### src/rtl/xrp_pkg.sv
package xrp_pkg;
  localparam int DW    = 8;
  localparam int AW    = 16;
  localparam int IDX_W = 8;

  localparam logic [AW-1:0] P_KEY1    = 16'h03BF;
  localparam logic [AW-1:0] P_KEY2    = 16'h03D8;
  localparam logic [AW-1:0] P_ATT     = 16'h03C0;
  localparam logic [AW-1:0] P_ATT_RD  = 16'h03C1;
  localparam logic [AW-1:0] P_VSE_STD = 16'h03C3;
  localparam logic [AW-1:0] P_SEQ_IDX = 16'h03C4;
  localparam logic [AW-1:0] P_SEQ_DAT = 16'h03C5;
  localparam logic [AW-1:0] P_CRT_IDX = 16'h03D4;
  localparam logic [AW-1:0] P_CRT_DAT = 16'h03D5;
  localparam logic [AW-1:0] P_STATUS  = 16'h03DA;
  localparam logic [AW-1:0] P_VSE_ALT = 16'h46E8;

  localparam logic [DW-1:0] KEY1_VAL = 8'h03;
  localparam logic [DW-1:0] KEY2_VAL = 8'hA0;

  localparam int SEQ_N       = 8;
  localparam int SEQ_EXT_IDX = 7;
  localparam int CRT_STD_N   = 25;
  localparam int CRT_EXT_N   = 9;
  localparam int ATT_N       = 23;
  localparam int ATT_EXT_IDX = 22;

  localparam int CRT_PROT_REG  = 17;
  localparam int CRT_PROT_BIT  = 7;
  localparam int CRT_GUARD_SLT = 5;
  localparam int CRT_VSE_SLT   = 4;
  localparam int CRT_VSE_BIT   = 3;
  localparam int CRT_START_SLT = 3;

  localparam logic [3:0] NO_SLOT = 4'hF;

  // Maps a CRT index onto an extended storage slot, or NO_SLOT.
  function automatic logic [3:0] crt_ext_slot(input logic [IDX_W-1:0] i);
    if (i[7:3] == 5'b00110) return {1'b0, i[2:0]};
    if (i == 8'h3F)         return 4'd8;
    return NO_SLOT;
  endfunction
endpackage

### src/rtl/xrp_regbank.sv
module xrp_regbank #(
  parameter int N  = 8,
  parameter int DW = 8,
  parameter int IW = 8
) (
  input  logic            clk,
  input  logic            rst,
  input  logic            we,
  input  logic [IW-1:0]   idx,
  input  logic [DW-1:0]   wdata,
  output logic [DW-1:0]   rdata,
  output logic [N*DW-1:0] flat
);
  for (genvar g = 0; g < N; g++) begin : g_reg
    logic [DW-1:0] q;
    always_ff @(posedge clk) begin
      if (rst)                         q <= '0;
      else if (we && int'(idx) == g)   q <= wdata;
    end
    assign flat[g*DW +: DW] = q;
  end

  always_comb begin
    rdata = '0;
    for (int k = 0; k < N; k++)
      if (int'(idx) == k) rdata = flat[k*DW +: DW];
  end
endmodule

### src/rtl/xrp_unlock.sv
module xrp_unlock
  import xrp_pkg::*;
(
  input  logic          clk,
  input  logic          rst,
  input  logic          wr,
  input  logic [AW-1:0] addr,
  input  logic [DW-1:0] wdata,
  output logic          armed,
  output logic          key_hit,
  output logic          unlocked
);
  logic first_key;
  assign first_key = wr && addr == P_KEY1 && wdata == KEY1_VAL;
  assign key_hit   = wr && armed && addr == P_KEY2 && wdata == KEY2_VAL;

  always_ff @(posedge clk) begin
    if (rst) begin
      armed    <= 1'b0;
      unlocked <= 1'b0;
    end else begin
      if (wr)      armed    <= first_key;
      if (key_hit) unlocked <= 1'b1;
    end
  end
endmodule

### src/rtl/xrp_attr.sv
module xrp_attr
  import xrp_pkg::*;
(
  input  logic          clk,
  input  logic          rst,
  input  logic          unlocked,
  input  logic          wr,
  input  logic          stat_rd,
  input  logic [DW-1:0] wdata,
  output logic          phase,
  output logic [DW-1:0] idx_q,
  output logic [DW-1:0] rdata,
  output logic [DW-1:0] ext_o
);
  logic              is_ext, data_we;
  logic [DW-1:0]     bank_rd;
  logic [ATT_N*DW-1:0] flat;
  logic              unused_att;

  assign is_ext  = int'(idx_q) == ATT_EXT_IDX;
  assign data_we = wr && phase && (!is_ext || unlocked);

  always_ff @(posedge clk) begin
    if (rst) begin
      phase <= 1'b0;
      idx_q <= '0;
    end else begin
      if (wr && !phase) idx_q <= wdata;
      if (stat_rd)      phase <= 1'b0;
      else if (wr)      phase <= ~phase;
    end
  end

  xrp_regbank #(.N(ATT_N), .DW(DW), .IW(DW)) i_bank (
    .clk(clk), .rst(rst), .we(data_we), .idx(idx_q), .wdata(wdata),
    .rdata(bank_rd), .flat(flat)
  );

  assign rdata      = (is_ext && !unlocked) ? '0 : bank_rd;
  assign ext_o      = flat[ATT_EXT_IDX*DW +: DW];
  assign unused_att = ^flat[ATT_EXT_IDX*DW-1:0];
endmodule

### src/rtl/xreg_host_port.sv
module xreg_host_port
  import xrp_pkg::*;
(
  input  logic                  clk,
  input  logic                  rst,
  input  logic [AW-1:0]         io_addr,
  input  logic                  io_wr,
  input  logic                  io_rd,
  input  logic [DW-1:0]         io_wdata,
  output logic [DW-1:0]         io_rdata,
  output logic                  unlocked_o,
  output logic [CRT_EXT_N*DW-1:0] crt_ext_o,
  output logic [DW-1:0]         seq_ext_o,
  output logic [DW-1:0]         att_ext_o,
  output logic [DW-1:0]         vse_o,
  output logic                  vse_alt_o,
  output logic [1:0]            start_hi_o,
  output logic [1:0]            cursor_hi_o
);
  logic          key_armed, key_hit;
  logic [DW-1:0] seq_idx_q, crt_idx_q, vse_q;
  logic          seq_is_ext, seq_we;
  logic [DW-1:0] seq_bank_rd, seq_rd;
  logic [SEQ_N*DW-1:0] seq_flat;
  logic [3:0]    crt_slot;
  logic          crt_dat_wr, crt_guard_on, crt35_wr_blocked, crt_ext_we;
  logic [DW-1:0] crt_std_rd, crt_ext_rd, crt_rd;
  logic [CRT_STD_N*DW-1:0] crt_std_flat;
  logic          att_phase;
  logic [DW-1:0] att_idx, att_rd;
  logic          vse_we;
  logic [DW-1:0] rd_mux;
  logic          unused_bits;

  xrp_unlock i_unlock (
    .clk(clk), .rst(rst), .wr(io_wr), .addr(io_addr), .wdata(io_wdata),
    .armed(key_armed), .key_hit(key_hit), .unlocked(unlocked_o)
  );

  // Index registers for the two indexed port pairs.
  always_ff @(posedge clk) begin
    if (rst) begin
      seq_idx_q <= '0;
      crt_idx_q <= '0;
    end else if (io_wr) begin
      if (io_addr == P_SEQ_IDX) seq_idx_q <= io_wdata;
      if (io_addr == P_CRT_IDX) crt_idx_q <= io_wdata;
    end
  end

  // Sequencer
  assign seq_is_ext = int'(seq_idx_q) == SEQ_EXT_IDX;
  assign seq_we     = io_wr && io_addr == P_SEQ_DAT && (!seq_is_ext || unlocked_o);

  xrp_regbank #(.N(SEQ_N), .DW(DW), .IW(IDX_W)) i_seq (
    .clk(clk), .rst(rst), .we(seq_we), .idx(seq_idx_q), .wdata(io_wdata),
    .rdata(seq_bank_rd), .flat(seq_flat)
  );
  assign seq_rd    = (seq_is_ext && !unlocked_o) ? '0 : seq_bank_rd;
  assign seq_ext_o = seq_flat[SEQ_EXT_IDX*DW +: DW];

  // CRT controller: standard bank plus extended bank with guard on 0x35.
  assign crt_slot   = crt_ext_slot(crt_idx_q);
  assign crt_dat_wr = io_wr && io_addr == P_CRT_DAT;

  xrp_regbank #(.N(CRT_STD_N), .DW(DW), .IW(IDX_W)) i_crt_std (
    .clk(clk), .rst(rst), .we(crt_dat_wr), .idx(crt_idx_q), .wdata(io_wdata),
    .rdata(crt_std_rd), .flat(crt_std_flat)
  );

  assign crt_guard_on     = crt_std_flat[CRT_PROT_REG*DW + CRT_PROT_BIT];
  assign crt35_wr_blocked = crt_dat_wr && unlocked_o && crt_guard_on
                            && int'(crt_slot) == CRT_GUARD_SLT;
  assign crt_ext_we       = crt_dat_wr && unlocked_o && crt_slot != NO_SLOT
                            && !crt35_wr_blocked;

  xrp_regbank #(.N(CRT_EXT_N), .DW(DW), .IW(4)) i_crt_ext (
    .clk(clk), .rst(rst), .we(crt_ext_we), .idx(crt_slot), .wdata(io_wdata),
    .rdata(crt_ext_rd), .flat(crt_ext_o)
  );

  assign crt_rd = (crt_slot == NO_SLOT) ? crt_std_rd
                : (unlocked_o ? crt_ext_rd : '0);

  assign start_hi_o  = crt_ext_o[CRT_START_SLT*DW +: 2];
  assign cursor_hi_o = crt_ext_o[CRT_START_SLT*DW + 2 +: 2];
  assign vse_alt_o   = crt_ext_o[CRT_VSE_SLT*DW + CRT_VSE_BIT];

  // Attribute controller
  xrp_attr i_attr (
    .clk(clk), .rst(rst), .unlocked(unlocked_o),
    .wr(io_wr && io_addr == P_ATT), .stat_rd(io_rd && io_addr == P_STATUS),
    .wdata(io_wdata), .phase(att_phase), .idx_q(att_idx),
    .rdata(att_rd), .ext_o(att_ext_o)
  );

  // Relocatable video subsystem enable register
  assign vse_we = io_wr && (vse_alt_o ? io_addr == P_VSE_ALT : io_addr == P_VSE_STD);
  always_ff @(posedge clk) begin
    if (rst)         vse_q <= '0;
    else if (vse_we) vse_q <= io_wdata;
  end
  assign vse_o = vse_q;

  // Read multiplexer
  always_comb begin
    unique case (io_addr)
      P_SEQ_IDX: rd_mux = seq_idx_q;
      P_SEQ_DAT: rd_mux = seq_rd;
      P_CRT_IDX: rd_mux = crt_idx_q;
      P_CRT_DAT: rd_mux = crt_rd;
      P_ATT:     rd_mux = att_idx;
      P_ATT_RD:  rd_mux = att_rd;
      P_VSE_STD: rd_mux = vse_alt_o ? '0 : vse_q;
      P_VSE_ALT: rd_mux = vse_alt_o ? vse_q : '0;
      default:   rd_mux = '0;
    endcase
  end
  assign io_rdata = io_rd ? rd_mux : '0;

  assign unused_bits = ^{seq_flat[SEQ_EXT_IDX*DW-1:0], crt_std_flat, key_armed,
                         key_hit, att_phase};
endmodule

### config.mk
export PLATFORM = sky130hd
export DESIGN_NAME = xreg_host_port
export DESIGN_NICKNAME = d
export VERILOG_FILES = /design/src/rtl/xrp_pkg.sv /design/src/rtl/xrp_regbank.sv /design/src/rtl/xrp_unlock.sv /design/src/rtl/xrp_attr.sv /design/src/rtl/xreg_host_port.sv
export SDC_FILE = /design/constraint.sdc
export NUM_CORES = 2
export LEC_CHECK = 0
export ABC_AREA = 1
export BUFFER_PORTS_ARGS = -buffer_cell sky130_fd_sc_hd__buf_4
export CAP_MARGIN = 15
export CORE_ASPECT_RATIO = 1.1
export CORE_MARGIN = 1
export CORE_UTILIZATION = 55
export CTS_CLUSTER_DIAMETER = 40
export DETAILED_ROUTE_END_ITERATION = 12
export GPL_ROUTABILITY_DRIVEN = 0
export PLACE_DENSITY_LB_ADDON = 0.1
export SYNTH_ARGS = -nofsm -noshare
export SYNTH_HDL_FRONTEND = slang
export SYNTH_HIERARCHICAL = 1
export SYNTH_SLANG_ARGS = --single-unit
### constraint.sdc
create_clock -name clk -period 4 [get_ports clk]
set_clock_uncertainty 0.05 [all_clocks]
set_input_delay 1.2 -clock clk [delete_from_list [all_inputs] [get_ports clk]]
set_output_delay 1.2 -clock clk [all_outputs]
set_load 0.02 [all_outputs]
==> results.ini <==
[layout]
post_route_cells_drive_above_1_share = 0.1864
finish.instance_area_mm2 = 0.03270
flow.area_growth_from_synthesis_pct = 23.34
final_common_cell = sky130_fd_sc_hd__nand2_1
register_area_mm2 = 0.01114
antenna_cells_inserted = 0
fin_nets = 4142
layout.cells.most_common_list = sky130_fd_sc_hd__nand2_1, sky130_fd_sc_hd__dfxtp_1, sky130_fd_sc_hd__nor2_1, sky130_fd_sc_hd__buf_4, sky130_fd_sc_hd__a21oi_1
fillers = 4211
area_used_by_multi_input_combinational_logic_mm2 = 0.01334

[die]
die_width_um = 211.3
io-pin-count = 138
die_extent_in_y_um = 232.3
die-area_mm2 = 0.04908
start_util = 0.5556
std_cell_core_area_mm2 = 0.04772
rows = 84

[worst_setup_path]
crit_path_start = i_attr/idx_q[4]$_SDFFE_PP0P_
worstSetupStartpointType = flop
cp.required_ns = 2.75
critical_path.max_stage_delay_ns = 0.34
arrival_ns = 3.69
crit_slowest_cell = sky130_fd_sc_hd__dfxtp_2
timing.critical_path.to_type = primary output
crit_top_cell = sky130_fd_sc_hd__nand4_1
rr_startpoint = crt_idx_q[0]$_SDFFE_PP0P_
timing.reg2reg.setup_slack_ns = 1.25
path_class = flop to primary output
largest_fanout_on_the_critical_path = 7

[cts]
cts_htree_levels = 3
cts_made_buffers = 81
clockBufferDepth = 3
tritoncts_clock_tree = built
clock_sinks = 555
clk_pin_slew_ns = 0.06
root_buffer = sky130_fd_sc_hd__clkbuf_16
cts_hold_buf = 0
insertion_delay_ns = 0.61

[run_status]
failed_checks = negative setup slack
outcome = complete, but fails checks

[power]
p_clk_frac = 0.556
pwr_density_cell_mw_per_mm2 = 404.4
switching_share_of_total_power = 0.2329
leakage_uw = 0.01228
irDropWorstVdd_v = 0.0003436
pwr-share-comb = 0.026
internal-power_uw = 10140
power.net_switching_uw = 3080
finalPower_uw = 13220
sequentialPowerShare = 0.418

[timing]
clock.fmax_ghz = 0.2024
post-route-worst-setup-slack_ns = -0.9402
post-route-period-util = 1.235
final_hold_viol_count = 0
finalSetupViolations = 8
maxSlewViolCount = 0
timing.slew.headroom = 0.4407
grt_setup_unrepaired = true
worst-slew-pin-transition_ns = 0.8390
period_needed_ns = 4.940

[drt]
drt_wl_total_um = 84110
drc_errors = 0
first_iter_violations = 2752
antenna_violating_nets_post_route = 0
detail_route.first_pass.iterations = 6
viasPerCell = 5.559
vias = 26820
wl_per_cell_um = 17.44

[yosys]
postSynthCellCount = 3873
yosysWarnings = 6
syn_area_per_cell_um2 = 6.845
postSynthNetCount = 3901
synthesis.area_mm2 = 0.02651

[global_route]
first_global_vias = 24530
grt_first_pass_wirelength_um = 131700
use_met3 = 0.04125
antenna_found_initial = 0
met1_usage = 0.4360
met2_usage = 0.5602
grtUsageTotal = 0.3351
grt_overflow = 0
grt_max_degree = 98
grt_most_used_layer = met2

[min_path]
hp-class = flop to flop
worst_hold_startpoint = i_crt_std/g_reg[7].q[1]$_SDFFE_PP0P_

[run]
drv_cap = 0

[placement]
place_area_mm2 = 0.02934
port_buffers = 137
hpwlAfterDp_um = 54750

==> sequential cells by signal (all words and copies together) (netlist names) <==
signal / cells
i_unlock/armed: 1
i_attr/phase: 1
i_crt_ext/g.q: 72
i_attr/i_bank/g.q: 184
vse_o: 8
seq_idx_q: 8
crt_idx_q: 8
i_attr/idx_q: 8
i_seq/g.q: 64
i_crt_std/g.q: 200
i_unlock/unlocked: 1
==> per-stage QoR <==
stage	TNS (ns)	hold WS (ns)	cells	util	worst slack, ns
after detailed placement	-2.705	0.3997	4649	0.6149	-0.3893
after CTS	-6.337	0.4105	4814	0.6803	-0.8490
after global routing	-8.084	0.4205	4824	0.6853	-1.092
after floorplan	0	0.3840	3873	-	0.01301
after global placement	-2.810	0.3994	4649	0.6149	-0.4044
final	-6.617	0.4099	4824	0.6853	-0.9402
==> power by group through the flow <==
| stage | sequential (µW) | combinational, µW | clock [µW] |
|---|---|---|---|
| floorplan | 5650 | 171 | 0 |
| global placement | 5650 | 339 | 0 |
| detailed placement | 5650 | 339 | 0 |
| CTS | 5530 | 340 | 7400 |
| global route | 5520 | 359 | 7650 |
| finish | 5530 | 350 | 7350 |
==> metal layers <==
layer / share of wire / vias to the layer above
li1: - / 13210
met1: 0.42 / 12400
met2: 0.48 / 1002
met3: 0.064 / 206
met4: 0.035 / 0
met5: 0 / -
==> worst max-delay path, delay by kind of cell (launching register included) <==
kind / cells / cell delay [ns]
flip-flops: 1 / 0.34
AND/OR/NAND/NOR: 20 / 2.21
buffers and inverters: 4 / 0.46
AO/OA/AOI/OAI: 1 / 0.08
==> path summary, 6_finish.rpt <==
kind	to	cells after the start
worst max register to register	i_crt_ext/g_reg[6].q[4]$_SDFFE_PP0P_	14
worst min register to register	i_crt_std/g_reg[7].q[1]$_SDFFE_PP0P_	2
worst max-delay path	io_rdata[0]	25
worst min-delay path	i_crt_std/g_reg[7].q[1]$_SDFFE_PP0P_	2
==> what timing repair did <==
item / CTS / global route
setup endpoints to repair: 8 / 8
resized for setup: 67 / 49
gates cloned: 1 / 1
setup buffers: 16 / 9
hold endpoints to repair: 0 / 0
pin swaps: 18 / 47
==> layout make-up <==
type | instances | share of cell area
multi-input combinational | 2743 | 0.4081
clock inverter | 54 | 0.01887
timing repair buffer | 391 | 0.1014
inverter | 342 | 0.03961
sequential | 555 | 0.3407
tap | 645 | 0.02468
clock buffer | 94 | 0.06662
No activity file was read; power rests on OpenSTA's default activity.
